### src/rtl/i2c_tgt_pkg.sv
package i2c_tgt_pkg;

    localparam int BYTE_W = 8;
    localparam int ADDR_W = 7;
    localparam int CNT_W  = $clog2(BYTE_W + 1);

    typedef enum logic [3:0] {
        ST_IDLE,
        ST_ADDR,
        ST_ADDR_ACK,
        ST_RX_BIT,
        ST_RX_HOLD,
        ST_RX_ACK,
        ST_TX_LOAD,
        ST_TX_BIT,
        ST_TX_ACK,
        ST_PARK
    } tgt_state_e;

    typedef struct packed {
        tgt_state_e          st;
        logic [CNT_W-1:0]    cnt;
        logic [BYTE_W-1:0]   sh;
        logic                rd;
        logic                ctl_ack;
        logic                scl_oe;
        logic                sda_oe;
    } tgt_regs_t;

    typedef struct packed {
        logic scl_rise;
        logic scl_fall;
        logic start;
        logic stop;
        logic sda;
    } bus_evt_t;

endpackage

### src/rtl/i2c_line_filter.sv
module i2c_line_filter #(
    parameter int SYNC_STAGES = 2,
    parameter int TAPS        = 3
) (
    input  logic clk,
    input  logic rst_n,
    input  logic line_i,
    output logic line_o
);

    typedef struct packed {
        logic [SYNC_STAGES-1:0] sync;
        logic [TAPS-1:0]        hist;
        logic                   out;
    } filt_regs_t;

    filt_regs_t r_d, r_q;

    // Majority vote over the sample history; ties cannot occur for odd TAPS.
    always_comb begin
        r_d      = r_q;
        r_d.sync = {r_q.sync[SYNC_STAGES-2:0], line_i};
        r_d.hist = {r_q.hist[TAPS-2:0], r_q.sync[SYNC_STAGES-1]};
        if (2 * $countones(r_q.hist) > TAPS) begin
            r_d.out = 1'b1;
        end else begin
            r_d.out = 1'b0;
        end
    end

    always_ff @(posedge clk or negedge rst_n) begin
        if (!rst_n) begin
            r_q <= '1;
        end else begin
            r_q <= r_d;
        end
    end

    assign line_o = r_q.out;

endmodule

### src/rtl/i2c_bus_events.sv
module i2c_bus_events
    import i2c_tgt_pkg::*;
(
    input  logic     clk,
    input  logic     rst_n,
    input  logic     scl_f,
    input  logic     sda_f,
    output bus_evt_t evt
);

    typedef struct packed {
        logic scl;
        logic sda;
    } prev_t;

    prev_t p_d, p_q;

    always_comb begin
        p_d.scl      = scl_f;
        p_d.sda      = sda_f;
        evt.scl_rise = !p_q.scl && scl_f;
        evt.scl_fall = p_q.scl && !scl_f;
        evt.start    = p_q.scl && scl_f && p_q.sda && !sda_f;
        evt.stop     = p_q.scl && scl_f && !p_q.sda && sda_f;
        evt.sda      = sda_f;
    end

    always_ff @(posedge clk or negedge rst_n) begin
        if (!rst_n) begin
            p_q <= '1;
        end else begin
            p_q <= p_d;
        end
    end

endmodule

### src/rtl/i2c_target_ctl.sv
module i2c_target_ctl
    import i2c_tgt_pkg::*;
(
    input  logic              clk,
    input  logic              rst_n,
    input  logic [ADDR_W-1:0] own_addr,
    input  bus_evt_t          evt,
    output logic              scl_oe,
    output logic              sda_oe,
    output logic [BYTE_W-1:0] rx_data,
    output logic              rx_valid,
    input  logic              rx_ready,
    input  logic [BYTE_W-1:0] tx_data,
    input  logic              tx_valid,
    output logic              tx_ready
);

    localparam logic [CNT_W-1:0] CNT_FULL = CNT_W'(BYTE_W);
    localparam logic [CNT_W-1:0] CNT_LAST = CNT_W'(BYTE_W - 1);

    tgt_regs_t r_d, r_q;

    always_comb begin
        r_d = r_q;
        unique case (r_q.st)
            ST_IDLE: begin
                r_d.scl_oe = 1'b0;
                r_d.sda_oe = 1'b0;
            end
            ST_ADDR: begin
                if (evt.scl_rise) begin
                    r_d.sh  = {r_q.sh[BYTE_W-2:0], evt.sda};
                    r_d.cnt = r_q.cnt + 1'b1;
                end
                if (evt.scl_fall && r_q.cnt == CNT_FULL) begin
                    if (r_q.sh[BYTE_W-1 -: ADDR_W] == own_addr) begin
                        r_d.st     = ST_ADDR_ACK;
                        r_d.rd     = r_q.sh[0];
                        r_d.sda_oe = 1'b1;
                    end else begin
                        r_d.st = ST_IDLE;
                    end
                end
            end
            ST_ADDR_ACK: begin
                if (evt.scl_fall) begin
                    r_d.sda_oe = 1'b0;
                    r_d.cnt    = '0;
                    if (r_q.rd) begin
                        r_d.st     = ST_TX_LOAD;
                        r_d.scl_oe = 1'b1;
                    end else begin
                        r_d.st = ST_RX_BIT;
                    end
                end
            end
            ST_RX_BIT: begin
                if (evt.scl_rise) begin
                    r_d.sh  = {r_q.sh[BYTE_W-2:0], evt.sda};
                    r_d.cnt = r_q.cnt + 1'b1;
                end
                if (evt.scl_fall && r_q.cnt == CNT_FULL) begin
                    r_d.st     = ST_RX_HOLD;
                    r_d.scl_oe = 1'b1;
                end
            end
            ST_RX_HOLD: begin
                if (rx_ready) begin
                    r_d.st     = ST_RX_ACK;
                    r_d.sda_oe = 1'b1;
                    r_d.scl_oe = 1'b0;
                end
            end
            ST_RX_ACK: begin
                if (evt.scl_fall) begin
                    r_d.st     = ST_RX_BIT;
                    r_d.sda_oe = 1'b0;
                    r_d.cnt    = '0;
                end
            end
            ST_TX_LOAD: begin
                if (tx_valid) begin
                    r_d.st     = ST_TX_BIT;
                    r_d.sh     = tx_data;
                    r_d.sda_oe = !tx_data[BYTE_W-1];
                    r_d.scl_oe = 1'b0;
                    r_d.cnt    = '0;
                end
            end
            ST_TX_BIT: begin
                if (evt.scl_fall) begin
                    if (r_q.cnt == CNT_LAST) begin
                        r_d.st     = ST_TX_ACK;
                        r_d.sda_oe = 1'b0;
                        r_d.cnt    = '0;
                    end else begin
                        r_d.sh     = {r_q.sh[BYTE_W-2:0], 1'b0};
                        r_d.sda_oe = !r_q.sh[BYTE_W-2];
                        r_d.cnt    = r_q.cnt + 1'b1;
                    end
                end
            end
            ST_TX_ACK: begin
                if (evt.scl_rise) begin
                    r_d.ctl_ack = !evt.sda;
                end
                if (evt.scl_fall) begin
                    if (r_q.ctl_ack) begin
                        r_d.st     = ST_TX_LOAD;
                        r_d.scl_oe = 1'b1;
                    end else begin
                        r_d.st = ST_PARK;
                    end
                end
            end
            ST_PARK: begin
                r_d.scl_oe = 1'b0;
                r_d.sda_oe = 1'b0;
            end
            default: begin
                r_d.st = ST_IDLE;
            end
        endcase

        // Bus conditions override whatever the byte engine was doing.
        if (evt.stop) begin
            r_d.st     = ST_IDLE;
            r_d.scl_oe = 1'b0;
            r_d.sda_oe = 1'b0;
        end
        if (evt.start) begin
            r_d.st     = ST_ADDR;
            r_d.cnt    = '0;
            r_d.scl_oe = 1'b0;
            r_d.sda_oe = 1'b0;
        end
    end

    always_ff @(posedge clk or negedge rst_n) begin
        if (!rst_n) begin
            r_q <= '{st: ST_IDLE, default: '0};
        end else begin
            r_q <= r_d;
        end
    end

    assign scl_oe   = r_q.scl_oe;
    assign sda_oe   = r_q.sda_oe;
    assign rx_data  = r_q.sh;
    assign rx_valid = (r_q.st == ST_RX_HOLD);
    assign tx_ready = (r_q.st == ST_TX_LOAD);

endmodule

### src/rtl/i2c_target.sv
module i2c_target
    import i2c_tgt_pkg::*;
#(
    parameter int SYNC_STAGES = 2,
    parameter int FILT_TAPS   = 3
) (
    input  logic              clk,
    input  logic              rst_n,
    input  logic [ADDR_W-1:0] own_addr,
    input  logic              scl_i,
    input  logic              sda_i,
    output logic              scl_oe,
    output logic              sda_oe,
    output logic [BYTE_W-1:0] rx_data,
    output logic              rx_valid,
    input  logic              rx_ready,
    input  logic [BYTE_W-1:0] tx_data,
    input  logic              tx_valid,
    output logic              tx_ready
);

    localparam int LINES = 2;

    logic [LINES-1:0] raw_lines;
    logic [LINES-1:0] filt_lines;
    logic             scl_filt;
    logic             sda_filt;
    bus_evt_t         evt;

    assign raw_lines = {sda_i, scl_i};

    generate
        for (genvar g = 0; g < LINES; g++) begin : g_line
            i2c_line_filter #(
                .SYNC_STAGES(SYNC_STAGES),
                .TAPS       (FILT_TAPS)
            ) u_filt (
                .clk   (clk),
                .rst_n (rst_n),
                .line_i(raw_lines[g]),
                .line_o(filt_lines[g])
            );
        end
    endgenerate

    assign scl_filt = filt_lines[0];
    assign sda_filt = filt_lines[1];

    i2c_bus_events u_evt (
        .clk  (clk),
        .rst_n(rst_n),
        .scl_f(scl_filt),
        .sda_f(sda_filt),
        .evt  (evt)
    );

    i2c_target_ctl u_ctl (
        .clk     (clk),
        .rst_n   (rst_n),
        .own_addr(own_addr),
        .evt     (evt),
        .scl_oe  (scl_oe),
        .sda_oe  (sda_oe),
        .rx_data (rx_data),
        .rx_valid(rx_valid),
        .rx_ready(rx_ready),
        .tx_data (tx_data),
        .tx_valid(tx_valid),
        .tx_ready(tx_ready)
    );

endmodule

### config.mk
export PLATFORM = sky130hd
export DESIGN_NAME = i2c_target
export DESIGN_NICKNAME = d
export VERILOG_FILES = /design/src/rtl/i2c_tgt_pkg.sv /design/src/rtl/i2c_line_filter.sv /design/src/rtl/i2c_bus_events.sv /design/src/rtl/i2c_target_ctl.sv /design/src/rtl/i2c_target.sv
export SDC_FILE = /design/constraint.sdc
export NUM_CORES = 1
export LEC_CHECK = 0
export BUFFER_PORTS_ARGS = -buffer_cell sky130_fd_sc_hd__buf_4
export CORE_ASPECT_RATIO = 1.75
export CORE_UTILIZATION = 40
export DETAILED_ROUTE_END_ITERATION = 16
export GPL_TIMING_DRIVEN = 0
export SYNTH_ARGS = -nofsm -noshare
export SYNTH_HDL_FRONTEND = slang
export SYNTH_SLANG_ARGS = --single-unit
### constraint.sdc
create_clock -name clk -period 2 [get_ports clk]
set_input_delay 0.2 -clock clk [delete_from_list [all_inputs] [get_ports clk]]
set_output_delay 0.2 -clock clk [all_outputs]
set_load 0.05 [all_outputs]
==> results.cfg <==
[drt]
drt_wl_total_um = 5450
viasPerCell = 5.71
ant_nets = 0
first_pass_iters = 10
drt_iter0_markers = 68
vias = 1883
drc_errors = 1
routedWlPerCell_um = 16.5

[critical_path]
cp_max_fo = 6
crit_required_ns = 2.18
cp_top_family = compound AO/OA/AOI/OAI gates
path_class = reg2reg
max_stage_delay_ns = 0.55
worstPathArrival_ns = 2.15
end_kind = register
critPathBufInv = 0
critPathSlowestCell = or4b_4
start_kind = register
path_cells = or4b_4 > a41oi_2 > o21ba_4 > a21oi_4 > mux2_4

[clocking]
cts_sinks = 34
cts_buffers = 5
clock_path_buffers = 2
clk_pin_slew_ns = 0.08
cts_tree = yes
cts_root_buffer = clkbuf_8
clock_latency_ns = 0.29
h-tree-depth = 2

[floorplan]
io_pins = 33
die-area_um2 = 5800
initial_core_util = 0.418
dieHeight_um = 100
die_w_um = 58.0
num_rows = 35
core-area_um2 = 5260

[global_route]
grt_pass1_wl_um = 8870
grt_max_degree = 35
antenna_found_initial = 0
overflow = 0
grtUsageTotal = 0.200
first_global_vias = 1870

[place]
place_ws_ns = -0.144
io_buffers = 32
dp_cells = 306
place_hpwl_um = 3920
gp_congestion = 0.890

[yosys]
synth_edf_count = 0
synth_cell_type_count = 60
synthFlopType = dfrtp_1
ys_seq_elements = 34
synth_top_family_by_area = compound AO/OA/AOI/OAI gates
muxShareOfSynthArea = 0.0575
seq_area_frac_synth = 0.395
synth-adder-area-share = 0.0228
syn_nets = 244
syn_inst = 219
async_reset_ff_frac = 1.00
yosysWarnings = 0
synth_compound_area_frac = 0.219
synthSimpleGateAreaFrac = 0.196
postSynthAreaPerCell_um2 = 10.0
synthesis.area_um2 = 2200
synth_xor_area_frac = 0.0359

[power_and_ir_drop]
p_leak_nw = 1.20
powerDensity_nw_per_um2 = 916
ir_drop_mv = 0.751

[sta]
finalCriticalPeriod_ns = 1.97
worst_slew_pin_slew_ns = 0.503
setup_ws_ns = 0.0299
drv_slew = 0
min_period_over_period = 0.985
clock.fmax_ghz = 0.508
rsz0062_at_grt = yes
clock_skew_ns = 0.00292
finalSetupViolCount = 0
maxSlewHeadroom = 0.664
hold_violations = 0
whs_ns = 0.0139

[status]
violations = DRC
status = finished, violations left

[final_layout]
final_util = 0.534
drive_above_1_share = 0.400
instances_no_fill = 330
synthToLayoutAreaGrowth_pct = 27.7
num-fill-cells = 503
num_antenna_cells = 0
final_nets = 299

[worst_hold_path]
min_path_type = in2reg

[job]
cap_violations = 0
-- sequential cells by signal (all words and copies together) (netlist names) --
| signal | flops |
|---|---|
| g_line.u_filt.r_q | 2 |
| g_line.u_filt.r_d | 8 |
| u_ctl.sda_oe | 1 |
| u_ctl.rx_data | 8 |
| u_evt.p_q | 2 |
| g_line.u_filt.line_o | 2 |
| u_ctl.r_q | 10 |
| u_ctl.scl_oe | 1 |
-- final timing paths --
kind                                           end  depth (start not counted)  slack, ns               startpoint
max                                  u_ctl.r_q[16]                          5       0.03            u_ctl.r_q[19]
min                        g_line[0].u_filt.r_d[5]                          1       0.01                    scl_i
max reg2reg                          u_ctl.r_q[16]                          5       0.03            u_ctl.r_q[19]
min reg2reg                g_line[1].u_filt.r_d[1]                          0       0.36  g_line[1].u_filt.r_d[5]
max in group asynchronous  g_line[0].u_filt.r_d[2]                          2       1.25                    rst_n
min in group asynchronous            u_ctl.r_q[18]                          2       0.40                    rst_n
-- cell type report --
type | instances | area [um2] | area share
inverters | 8 | 30.0 | 0.0107
clock buffers | 6 | 93.8 | 0.0334
flip-flops and latches | 34 | 872 | 0.311
well taps | 55 | 68.8 | 0.0245
repair buffers | 48 | 364 | 0.130
plain buffers | 18 | 130 | 0.0464
multi-input cells | 159 | 1210 | 0.431
clock inverters | 2 | 38.8 | 0.0138
-- Yosys cell counts, types with 5 or more instances --
cell type / instances / share of area
mux2i_1: 10 / 0.046
nor3_1: 8 / 0.018
nor2b_1: 5 / 0.014
xor2_1: 8 / 0.032
nand3_1: 5 / 0.011
a21oi_1: 18 / 0.041
nand2_1: 7 / 0.012
o21ai_0: 7 / 0.016
dfrtp_1: 20 / 0.23
dfstp_2: 14 / 0.17
buf_4: 12 / 0.041
inv_1: 8 / 0.014
nor2_1: 20 / 0.034
nand2b_1: 8 / 0.023
-- logic make-up (layout without fill, tap and decap cells) --
group,after synthesis,count (layout)
DFF,34,34
adders and majority gates,4,4
muxes,12,12
buffers and inverters,26,82
and+or+nand+nor,73,73
AOI/OAI and AO/OA,61,61
xor gates and xnor gates,9,9
-- metal layers --
layer	vias to the layer above	GRT usage	wire [um]	share of wire
met5	-	0	0	0
met4	0	0.128	301	0.055
met1	892	0.231	2140	0.39
met3	21	0.0284	191	0.035
li1	907	-	-	-
met2	63	0.340	2820	0.52
-- metrics by stage --
step                      TNS [ns]  total power, mW  instance area [um2]
after CTS                  -0.0118             2.59                 2770
after global placement      -0.952             1.82                 2510
after detailed placement    -0.553             1.83                 2510
after global routing       -0.0333             2.70                 2810
after floorplan                  0             1.59                 2200
final                            0             2.57                 2810
-- report_power, final --
group	switching (mW)	internal, mW	total, mW
Clock	0.277	0.449	0.726
Combinational	0.535	0.387	0.922
Sequential	0.115	0.807	0.922
-- worst reg2reg max path, stage by stage, from the launching register on --
cell     delay, ns
dfrtp_2       0.45
or4b_4        0.55
a41oi_2       0.20
o21ba_4       0.20
a21oi_4       0.16
mux2_4        0.31
-- cell usage in the layout (no fill, tap or decap), drive strengths merged, types with 4 or more instances in the layout --
| cell type | instances |
|---|---|
| dfstp | 14 |
| nor3 | 9 |
| nor2b | 5 |
| inv | 8 |
| nand2 | 7 |
| dfrtp | 20 |
| nand3 | 5 |
| nand2b | 8 |
| and3 | 4 |
| a21oi | 21 |
| ha | 4 |
| o21ai | 7 |
| xor2 | 8 |
| mux2i | 10 |
| nor2 | 20 |
| clkbuf | 8 |
| buf | 63 |
-- what timing repair did --
item,4_1_cts,5_1_grt
hold endpoints to repair,20,0
hold buffers,1,0
gates cloned,0,1
resized for setup,6,5
endpoints found under the setup margin,17,10
pin swaps,5,3
setup buffers,12,2
No activity file was read; power rests on OpenSTA's default activity.
